### src/rtl/irq_rst_pkg.sv
package irq_rst_pkg;
  localparam int NSRC   = 7;
  localparam int ADDR_W = 8;
  localparam int DATA_W = 32;
  localparam int GIE_BIT = 31;

  localparam logic [ADDR_W-1:0] OFS_GIE  = 8'h1C;
  localparam logic [ADDR_W-1:0] OFS_STAT = 8'h20;
  localparam logic [ADDR_W-1:0] OFS_MASK = 8'h28;
  localparam logic [ADDR_W-1:0] OFS_KEY  = 8'h40;
  localparam logic [DATA_W-1:0] RST_KEY  = 32'h0000_000A;

  // Combined interrupt level from master enable, pending and mask.
  function automatic logic irq_level(input logic gie,
                                     input logic [NSRC-1:0] pend,
                                     input logic [NSRC-1:0] mask);
    return gie & (|(pend & mask));
  endfunction
endpackage

### src/rtl/irq_reg_if.sv
module irq_reg_if
  import irq_rst_pkg::*;
(
  input  logic              wr_en_i,
  input  logic [ADDR_W-1:0] addr_i,
  input  logic [DATA_W-1:0] wdata_i,
  input  logic              gie_q,
  input  logic [NSRC-1:0]   pend_q,
  input  logic [NSRC-1:0]   mask_q,
  output logic              gie_we,
  output logic              gie_d,
  output logic [NSRC-1:0]   clr_mask,
  output logic              mask_we,
  output logic [NSRC-1:0]   mask_d,
  output logic              key_hit,
  output logic              key_miss,
  output logic [DATA_W-1:0] rdata_o
);
  logic key_wr;

  always_comb begin
    gie_we   = wr_en_i && (addr_i == OFS_GIE);
    gie_d    = wdata_i[GIE_BIT];
    clr_mask = (wr_en_i && (addr_i == OFS_STAT)) ? wdata_i[NSRC-1:0] : '0;
    mask_we  = wr_en_i && (addr_i == OFS_MASK);
    mask_d   = wdata_i[NSRC-1:0];
    key_wr   = wr_en_i && (addr_i == OFS_KEY);
    key_hit  = key_wr && (wdata_i == RST_KEY);
    key_miss = key_wr && (wdata_i != RST_KEY);
  end

  always_comb begin
    rdata_o = '0;
    unique case (addr_i)
      OFS_GIE:  rdata_o[GIE_BIT]  = gie_q;
      OFS_STAT: rdata_o[NSRC-1:0] = pend_q;
      OFS_MASK: rdata_o[NSRC-1:0] = mask_q;
      default:  rdata_o = '0;
    endcase
  end
endmodule

### src/rtl/irq_status_bank.sv
module irq_status_bank
  import irq_rst_pkg::*;
(
  input  logic            clk,
  input  logic            rst_n,
  input  logic            hold,
  input  logic [NSRC-1:0] evt_i,
  input  logic [NSRC-1:0] clr_mask,
  input  logic            mask_we,
  input  logic [NSRC-1:0] mask_d,
  output logic [NSRC-1:0] pend_q,
  output logic [NSRC-1:0] mask_q
);
  for (genvar k = 0; k < NSRC; k++) begin : g_src
    always_ff @(posedge clk or negedge rst_n) begin
      if (!rst_n)      pend_q[k] <= 1'b0;
      else if (hold)   pend_q[k] <= 1'b0;
      else if (evt_i[k]) pend_q[k] <= 1'b1;
      else if (clr_mask[k]) pend_q[k] <= 1'b0;
    end
  end

  always_ff @(posedge clk or negedge rst_n) begin
    if (!rst_n)       mask_q <= '0;
    else if (hold)    mask_q <= '0;
    else if (mask_we) mask_q <= mask_d;
  end

  // an event outside a reset pulse is pending on the next cycle
  assert_evt_sets_R3: assert property (@(posedge clk) disable iff (!rst_n)
    (|evt_i && !hold) |=> ((pend_q & $past(evt_i)) == $past(evt_i)));
  // cleared bits without a colliding event are gone
  assert_clear_R4: assert property (@(posedge clk) disable iff (!rst_n)
    (|(clr_mask & ~evt_i)) |=> ((pend_q & $past(clr_mask & ~evt_i)) == '0));
  // reset pulse empties pending and mask
  assert_hold_clears_R8: assert property (@(posedge clk) disable iff (!rst_n)
    hold |=> (pend_q == '0 && mask_q == '0));
endmodule

### src/rtl/irq_key_reset.sv
module irq_key_reset #(
  parameter int RST_CYCLES = 4
) (
  input  logic clk,
  input  logic rst_n,
  input  logic key_hit,
  input  logic key_miss,
  output logic rst_active
);
  localparam int CNT_W = $clog2(RST_CYCLES + 1);
  localparam logic [CNT_W-1:0] CNT_LOAD = CNT_W'(RST_CYCLES);

  logic [CNT_W-1:0] cnt_q;

  always_ff @(posedge clk or negedge rst_n) begin
    if (!rst_n)              cnt_q <= '0;
    else if (key_hit)        cnt_q <= CNT_LOAD;
    else if (cnt_q != '0)    cnt_q <= cnt_q - 1'b1;
  end

  assign rst_active = (cnt_q != '0);

  // a valid key always yields an active pulse next cycle
  assert_key_starts_R6: assert property (@(posedge clk) disable iff (!rst_n)
    key_hit |=> rst_active);
  // a wrong key never starts a pulse
  assert_bad_key_R7: assert property (@(posedge clk) disable iff (!rst_n)
    (key_miss && !rst_active) |=> !rst_active);
endmodule

### src/rtl/irq_reset_unit.sv
module irq_reset_unit
  import irq_rst_pkg::*;
#(
  parameter int RST_CYCLES = 4
) (
  input  logic              clk,
  input  logic              rst_n,
  input  logic [6:0]        evt_i,
  input  logic              wr_en_i,
  input  logic [7:0]        addr_i,
  input  logic [31:0]       wdata_i,
  output logic [31:0]       rdata_o,
  output logic              irq_o,
  output logic              periph_rst_o
);
  logic            gie_q, gie_we, gie_d;
  logic [NSRC-1:0] pend_q, mask_q, clr_mask, mask_d;
  logic            mask_we, key_hit, key_miss, hold;
  logic            irq_next;

  irq_reg_if u_regif (
    .wr_en_i (wr_en_i), .addr_i (addr_i), .wdata_i (wdata_i),
    .gie_q (gie_q), .pend_q (pend_q), .mask_q (mask_q),
    .gie_we (gie_we), .gie_d (gie_d), .clr_mask (clr_mask),
    .mask_we (mask_we), .mask_d (mask_d),
    .key_hit (key_hit), .key_miss (key_miss), .rdata_o (rdata_o)
  );

  irq_status_bank u_bank (
    .clk (clk), .rst_n (rst_n), .hold (hold), .evt_i (evt_i),
    .clr_mask (clr_mask), .mask_we (mask_we), .mask_d (mask_d),
    .pend_q (pend_q), .mask_q (mask_q)
  );

  irq_key_reset #(.RST_CYCLES(RST_CYCLES)) u_key (
    .clk (clk), .rst_n (rst_n), .key_hit (key_hit), .key_miss (key_miss),
    .rst_active (hold)
  );

  always_ff @(posedge clk or negedge rst_n) begin
    if (!rst_n)      gie_q <= 1'b0;
    else if (gie_we) gie_q <= gie_d;
  end

  assign irq_next = irq_level(gie_q, pend_q, mask_q);

  always_ff @(posedge clk or negedge rst_n) begin
    if (!rst_n) irq_o <= 1'b0;
    else        irq_o <= irq_next;
  end

  assign periph_rst_o = hold;

  // interrupt follows the gated pending word one cycle later
  assert_irq_follows_R1: assert property (@(posedge clk) disable iff (!rst_n)
    1'b1 |=> (irq_o == ($past(gie_q) & (|($past(pend_q) & $past(mask_q))))));
  // master enable off means no interrupt next cycle
  assert_gie_gates_R2: assert property (@(posedge clk) disable iff (!rst_n)
    !gie_q |=> !irq_o);
  // a fully clear mask keeps the line low
  assert_mask_zero_R5: assert property (@(posedge clk) disable iff (!rst_n)
    (mask_q == '0) |=> !irq_o);
  // master enable survives a reset pulse unless written
  assert_gie_kept_R8: assert property (@(posedge clk) disable iff (!rst_n)
    (hold && !gie_we) |=> $stable(gie_q));
endmodule

### config.mk
export PLATFORM = sky130hd
export DESIGN_NAME = irq_reset_unit
export DESIGN_NICKNAME = d
export VERILOG_FILES = /design/src/rtl/irq_rst_pkg.sv /design/src/rtl/irq_reg_if.sv /design/src/rtl/irq_status_bank.sv /design/src/rtl/irq_key_reset.sv /design/src/rtl/irq_reset_unit.sv
export SDC_FILE = /design/constraint.sdc
export NUM_CORES = 1
export LEC_CHECK = 0
export CAP_MARGIN = 5
export CORE_ASPECT_RATIO = 2
export CORE_MARGIN = 5
export CORE_UTILIZATION = 39
export DETAILED_ROUTE_END_ITERATION = 7
export PLACE_DENSITY_LB_ADDON = 0.05
export SETUP_SLACK_MARGIN = 0.3
export SYNTH_ARGS = -nofsm -noshare
export SYNTH_HDL_FRONTEND = slang
export SYNTH_SLANG_ARGS = --single-unit
### constraint.sdc
create_clock -name clk -period 3.75 [get_ports clk]
set_input_delay 0.75 -clock clk [delete_from_list [all_inputs] [get_ports clk]]
set_output_delay 0.75 -clock clk [all_outputs]
set_load 0.02 [all_outputs]
# [Word-level counts from Yosys, hierarchy flattened]
# Cells that the tools add are included.
# W data, S select, Z words.
[word_totals] reg_bits=19 latchBits=0 mem_bits_rw=0 mem_bits_ro=0 inputBits=50 out_inout_bits=34 wordCells=63 mem_count=0
[op_classes] add_sub_neg=1 mul=0 div_mod_pow=0 n_lt_le_gt_ge=0 eq_ne=5 n_shift=0 n_mux=28 n_bitwise=2 reduce_logical=16
[ops] op="$eq A32 B4 Y1 const B" count=1
[ops] op="$reduce_bool A3 Y1" count=8
[ops] op="$mux W1" count=22
[ops] op="$mux W7" count=3
[ops] op="$eq A8 B6 Y1 const B" count=2
[ops] op="$pmux W7 S2" count=1
[ops] op="$eq A8 B5 Y1 const B" count=1
[ops] op="$eq A8 B7 Y1 const B" count=1
[ops] op="$and A7 B7 Y7" count=1
[ops] op="$reduce_or A7 Y1" count=1
[ops] op="$mux W3" count=2
[ops] op="$logic_and A1 B1 Y1" count=5
[ops] op="$reduce_bool A2 Y1" count=2
[ops] op="$sub A3 B1 Y3 const B" count=1
[ops] op="$and A1 B1 Y1" count=1

# [Depth between registers and ports, before layout]
[logic_depth] depth_word=6 mapped_depth=6 ltp_nobuf=5

# [Modules after synthesis]
# Synthesis repeated with hierarchy kept, for this count alone.
[unflattened] hier_cells=150 area_unflattened_um2=1401.3
[by_module_without_submodules] module="irq_status_bank" instances=1 cells_each=51 area_per_inst_um2=570.5 seq_area_each_um2=350.3
[by_module_without_submodules] module="irq_reg_if" instances=1 cells_each=74 area_per_inst_um2=559.3 seq_area_each_um2=0.0
[by_module_without_submodules] module="irq_key_reset" instances=1 cells_each=16 area_per_inst_um2=177.7 seq_area_each_um2=75.1
[by_module_without_submodules] module="irq_reset_unit" instances=1 cells_each=9 area_per_inst_um2=93.8 seq_area_each_um2=50.0

# [Worst setup path before layout]
# Ideal clock, no wire load.
[synth_path] path_kind="input to output" from="in addr_i[7]" to="out rdata_o[0]" t_arrival_ps=1747 required_time_ps=3000 setup_slack_ps=1253 stages=4 n_path_buf=1 cell_sequence="nor4_4 -> and4b_2 -> clkbuf_1 -> a22o_1"
[synth_via] elab_chain_len=2 elab_cells_between_ends=3 cone_classes="eq/ne (2); mux (1)"
[synth_lines] item="start, declared" line="irq_reset_unit.sv:10" source="input logic [7:0] addr_i,"
[synth_lines] item="$eq A8 B6 Y1" line="irq_reg_if.sv:34" source="unique case (addr_i)"
[synth_lines] item="$pmux W7 S2 (*)" line="irq_reg_if.sv:34"
[synth_lines] item="end, declared" line="irq_reset_unit.sv:12" source="output logic [31:0] rdata_o,"
# Every way passes the cells marked *; elsewhere a longest branch is shown, timed or not.

# [Final worst setup path]
[layout_path] from="in addr_i[7]" to="out rdata_o[5]"
# The elaborated chain is that of the path after synthesis.

==> insert_results.sql <==
INSERT INTO impl_metrics (metric_group, metric, value, unit) VALUES
('run_status', 'run_status', 'completed', ''),
('power', 'power.static_leakage', '0.853', 'nW'),
('power', 'vdd_drop_max', '0.224', 'mV'),
('final_layout', 'multi_input_area', '696', 'µm²'),
('synth', 'post_synth_num_cell_types', '36', ''),
('clock_network', 'htree_num_levels', '1', ''),
('power', 'powerDensity', '246', 'nW/µm²'),
('detailed_routing', 'routed_wirelength', '3820', 'µm'),
('synth', 'syn_area_per_cell', '9.53', 'µm²'),
('final_layout', 'layout-drive-gt1-share', '8.16', '%'),
('synth', 'synth_top_area_cell', 'sky130_fd_sc_hd__dfrtp_1', ''),
('sta', 'slew_headroom', '38.2', '%'),
('worst_hold_path', 'timing.hold.worst.start', 'gie_q', ''),
('floorplan', 'die_x', '50.9', 'µm'),
('floorplan', 'initial_core_util', '40.9', '%'),
('grt', 'grt_pass1_vias', '1271', ''),
('placed_design', 'number_of_placed_cells_counting_well_taps', '223', ''),
('final_layout', 'layout-area-overhead-vs-synth', '43.4', '%'),
('grt', 'grt_pass1_wl', '6030', 'µm'),
('critical_path', 'reg2reg_path_depth', '5', ''),
('grt', 'pin_count_of_the_biggest_net_entering_global_routing', '20', ''),
('placed_design', 'io_buffer_count', '59', ''),
('sta', 'unrepaired_setup_endpoints_after_global_routing', 'false', ''),
('critical_path', 'cp_data_required_time', '3.00', 'ns'),
('final_layout', 'register_area', '475', 'µm²'),
('run', 'cap_viol_max_count', '0', ''),
('detailed_routing', 'detail-route-antenna-nets', '0', ''),
('sta', 'drv_slew', '0', ''),
('synth', 'async_flop_share', '100', '%'),
('grt', 'antenna_found_initial', '0', ''),
('worst_hold_path', 'hold_end', 'gie_q', ''),
('sta', 'setup_viol_count_final', '0', ''),
('detailed_routing', 'drt-pass1-iter-count', '4', ''),
('sta', 'layout_worst_path_cycle_share', '85.6', '%'),
('grt', 'grt_usage', '16.4', '%'),
('critical_path', 'worstSetupPathType', 'in -> out', ''),
('synth', 'synth_area', '1310', 'µm²'),
('sta', 'clock-skew-final', '0.00727', 'ns'),
('synth', 'synth-edff-count', '0', ''),
('clock_network', 'post_cts_hold_buffer_count', '0', ''),
('clock_network', 'clock_latency', '0.26', 'ns'),
('critical_path', 'critical_path.cell_chain', 'clkdlybuf4s50_1 > nor4_4 > buf_4 > and2_2 > a22o_1 > dlygate4sd2_1', ''),
('clock_network', 'tritoncts', 'done', ''),
('clock_network', 'cts_setup_buffers', '0', ''),
('detailed_routing', 'via_count', '1183', ''),
('final_layout', 'finish.cell_count_without_fillers', '227', ''),
('final_layout', 'design.final.nets', '249', ''),
('detailed_routing', 'viasPerCell', '5.21', ''),
('grt', 'global_route.overflow_total', '0', ''),
('synth', 'synth-seq-area-share', '36.4', '%'),
('worst_hold_path', 'hold_path.class', 'reg -> reg', ''),
('critical_path', 'reg2reg_setup_slack', '2.17', 'ns'),
('critical_path', 'worstPathMaxFanout', '7', ''),
('detailed_routing', 'wl_per_cell', '16.8', 'µm'),
('synth', 'synth.yosys.warnings', '0', ''),
('clock_network', 'clock-root-buffer', 'sky130_fd_sc_hd__clkbuf_8', ''),
('critical_path', 'critical_path.n_buffers_inverters', '3', ''),
('floorplan', 'die_h', '91.8', 'µm'),
('critical_path', 'critical-path-slowest-cell', 'sky130_fd_sc_hd__clkdlybuf4s50_1', ''),
('synth', 'synth.top_cell.area_share', '36.4', '%'),
('critical_path', 'timing.critical_path.to_type', 'output port', ''),
('final_layout', 'diodes', '0', ''),
('sta', 'achievable-frequency', '312', 'MHz'),
('clock_network', 'worst_setup_hold_path_clk_slew', '0.08', 'ns'),
('sta', 'totalNegativeSetupSlack', '0', 'ns'),
('critical_path', 'timing.critical_path.arrival', '2.46', 'ns'),
('sta', 'hold_violation_count_in_the_final_report', '0', ''),
('floorplan', 'top_level_ports', '84', ''),
('critical_path', 'r2r_start', 'u_key.cnt_q[0]', ''),
('detailed_routing', 'remaining_drc_errors', '0', ''),
('sta', 'timing_worst_slew_pin_value', '0.924', 'ns');
-- worst max-delay path by stage --
stage | slack [ns] | cells after the start | startpoint | to
after floorplan | 1.25 | 4 | addr_i[7] | rdata_o[0]
after global placement | 0.25 | 5 | addr_i[5] | rdata_o[0]
after detailed placement | 0.21 | 5 | addr_i[5] | rdata_o[5]
after CTS | 0.52 | 6 | addr_i[7] | rdata_o[5]
after global routing | 0.46 | 6 | addr_i[7] | rdata_o[4]
final | 0.54 | 6 | addr_i[7] | rdata_o[5]
-- logic make-up after synthesis --
group                    share of synthesized area, %
flip-flops                                       36.4
AND/OR/NAND/NOR                                  26.1
other                                           0.287
XOR/XNOR                                        0.671
adder cells (fa/ha/maj)                          1.92
buffers and inverters                            17.4
multiplexers                                     6.23
AO/OA/AOI/OAI                                    11.0
-- synthesized netlist by cell type, drive strengths merged, types with 2 or more instances --
| cell type | instances |
|---|---|
| a21oi | 7 |
| a22o | 7 |
| a22oi | 2 |
| buf | 27 |
| clkbuf | 3 |
| dfrtp | 19 |
| ha | 2 |
| inv | 3 |
| mux2i | 7 |
| nand2 | 2 |
| nand3 | 3 |
| nand4 | 9 |
| nor2 | 19 |
| nor2b | 2 |
| nor3 | 2 |
| nor4 | 7 |
| nor4b | 3 |
-- layer usage --
layer / vias up / wire length, µm / track usage (%) / share of wire, %
li1: 568 / - / - / -
met4: 0 / 62 / 7.46 / 1.6
met1: 561 / 1260 / 17.3 / 33
met3: 5 / 248 / 2.44 / 6.5
met2: 49 / 2250 / 30.3 / 59
met5: - / 0 / 0 / 0
-- what timing repair did --
item	in CTS	in global routing
endpoints found under the setup margin	7	0
endpoints found under the hold margin	0	0
gates resized for setup	8	0
-- layout make-up --
class / count / area share, %
Clock buffer: 3 / 2.21
Clock inverter: 1 / 0.267
Inverter: 3 / 0.602
Multi-Input combinational cell: 108 / 37.2
Sequential cell: 19 / 25.4
Tap cell: 31 / 2.07
Timing Repair Buffer: 62 / 32.3
-- state kept, by name (all words and copies together) (netlist names) --
name / count
gie_q: 1
u_bank.pend_q: 7
u_key.cnt_q: 3
irq_o: 1
u_bank.mask_q: 7
-- layout by cell type, fill, tap and decap left out, types with 2 or more instances in the layout --
| cell type | count |
|---|---|
| sky130_fd_sc_hd__nor2b_1 | 2 |
| sky130_fd_sc_hd__nor4_1 | 5 |
| sky130_fd_sc_hd__inv_1 | 3 |
| sky130_fd_sc_hd__dlygate4sd2_1 | 7 |
| sky130_fd_sc_hd__ha_1 | 2 |
| sky130_fd_sc_hd__nand3_1 | 2 |
| sky130_fd_sc_hd__a22o_1 | 7 |
| sky130_fd_sc_hd__a21oi_1 | 7 |
| sky130_fd_sc_hd__mux2i_1 | 7 |
| sky130_fd_sc_hd__nor2_1 | 19 |
| sky130_fd_sc_hd__conb_1 | 24 |
| sky130_fd_sc_hd__nor3_1 | 2 |
| sky130_fd_sc_hd__dfrtp_1 | 19 |
| sky130_fd_sc_hd__buf_4 | 3 |
| sky130_fd_sc_hd__clkdlybuf4s50_1 | 52 |
| sky130_fd_sc_hd__nand4_1 | 9 |
| sky130_fd_sc_hd__a22oi_1 | 2 |
| sky130_fd_sc_hd__nor4_4 | 2 |
| sky130_fd_sc_hd__nor4b_1 | 3 |
| sky130_fd_sc_hd__clkbuf_8 | 3 |
-- report_power, final --
group	internal [mW]	switching [mW]
registers	0.209	0.00315
clock network	0.0739	0.0693
logic	0.0553	0.0506
-- stage by stage --
stage          instance area, µm²  total power [mW]  hold WS [ns]  worst slack [ns]  utilization (%)
6_report                     1870             0.461         0.527             0.541             58.6
5_1_grt                      1870             0.483         0.541             0.463             58.6
4_1_cts                      1870             0.464         0.536             0.515             58.6
3_5_place_dp                 1830             0.321         0.519             0.205             57.2
3_3_place_gp                 1830             0.320         0.494             0.252             57.2
2_1_floorplan                1390             0.272         0.454              1.25                -
(Power assumes the default switching activity.)
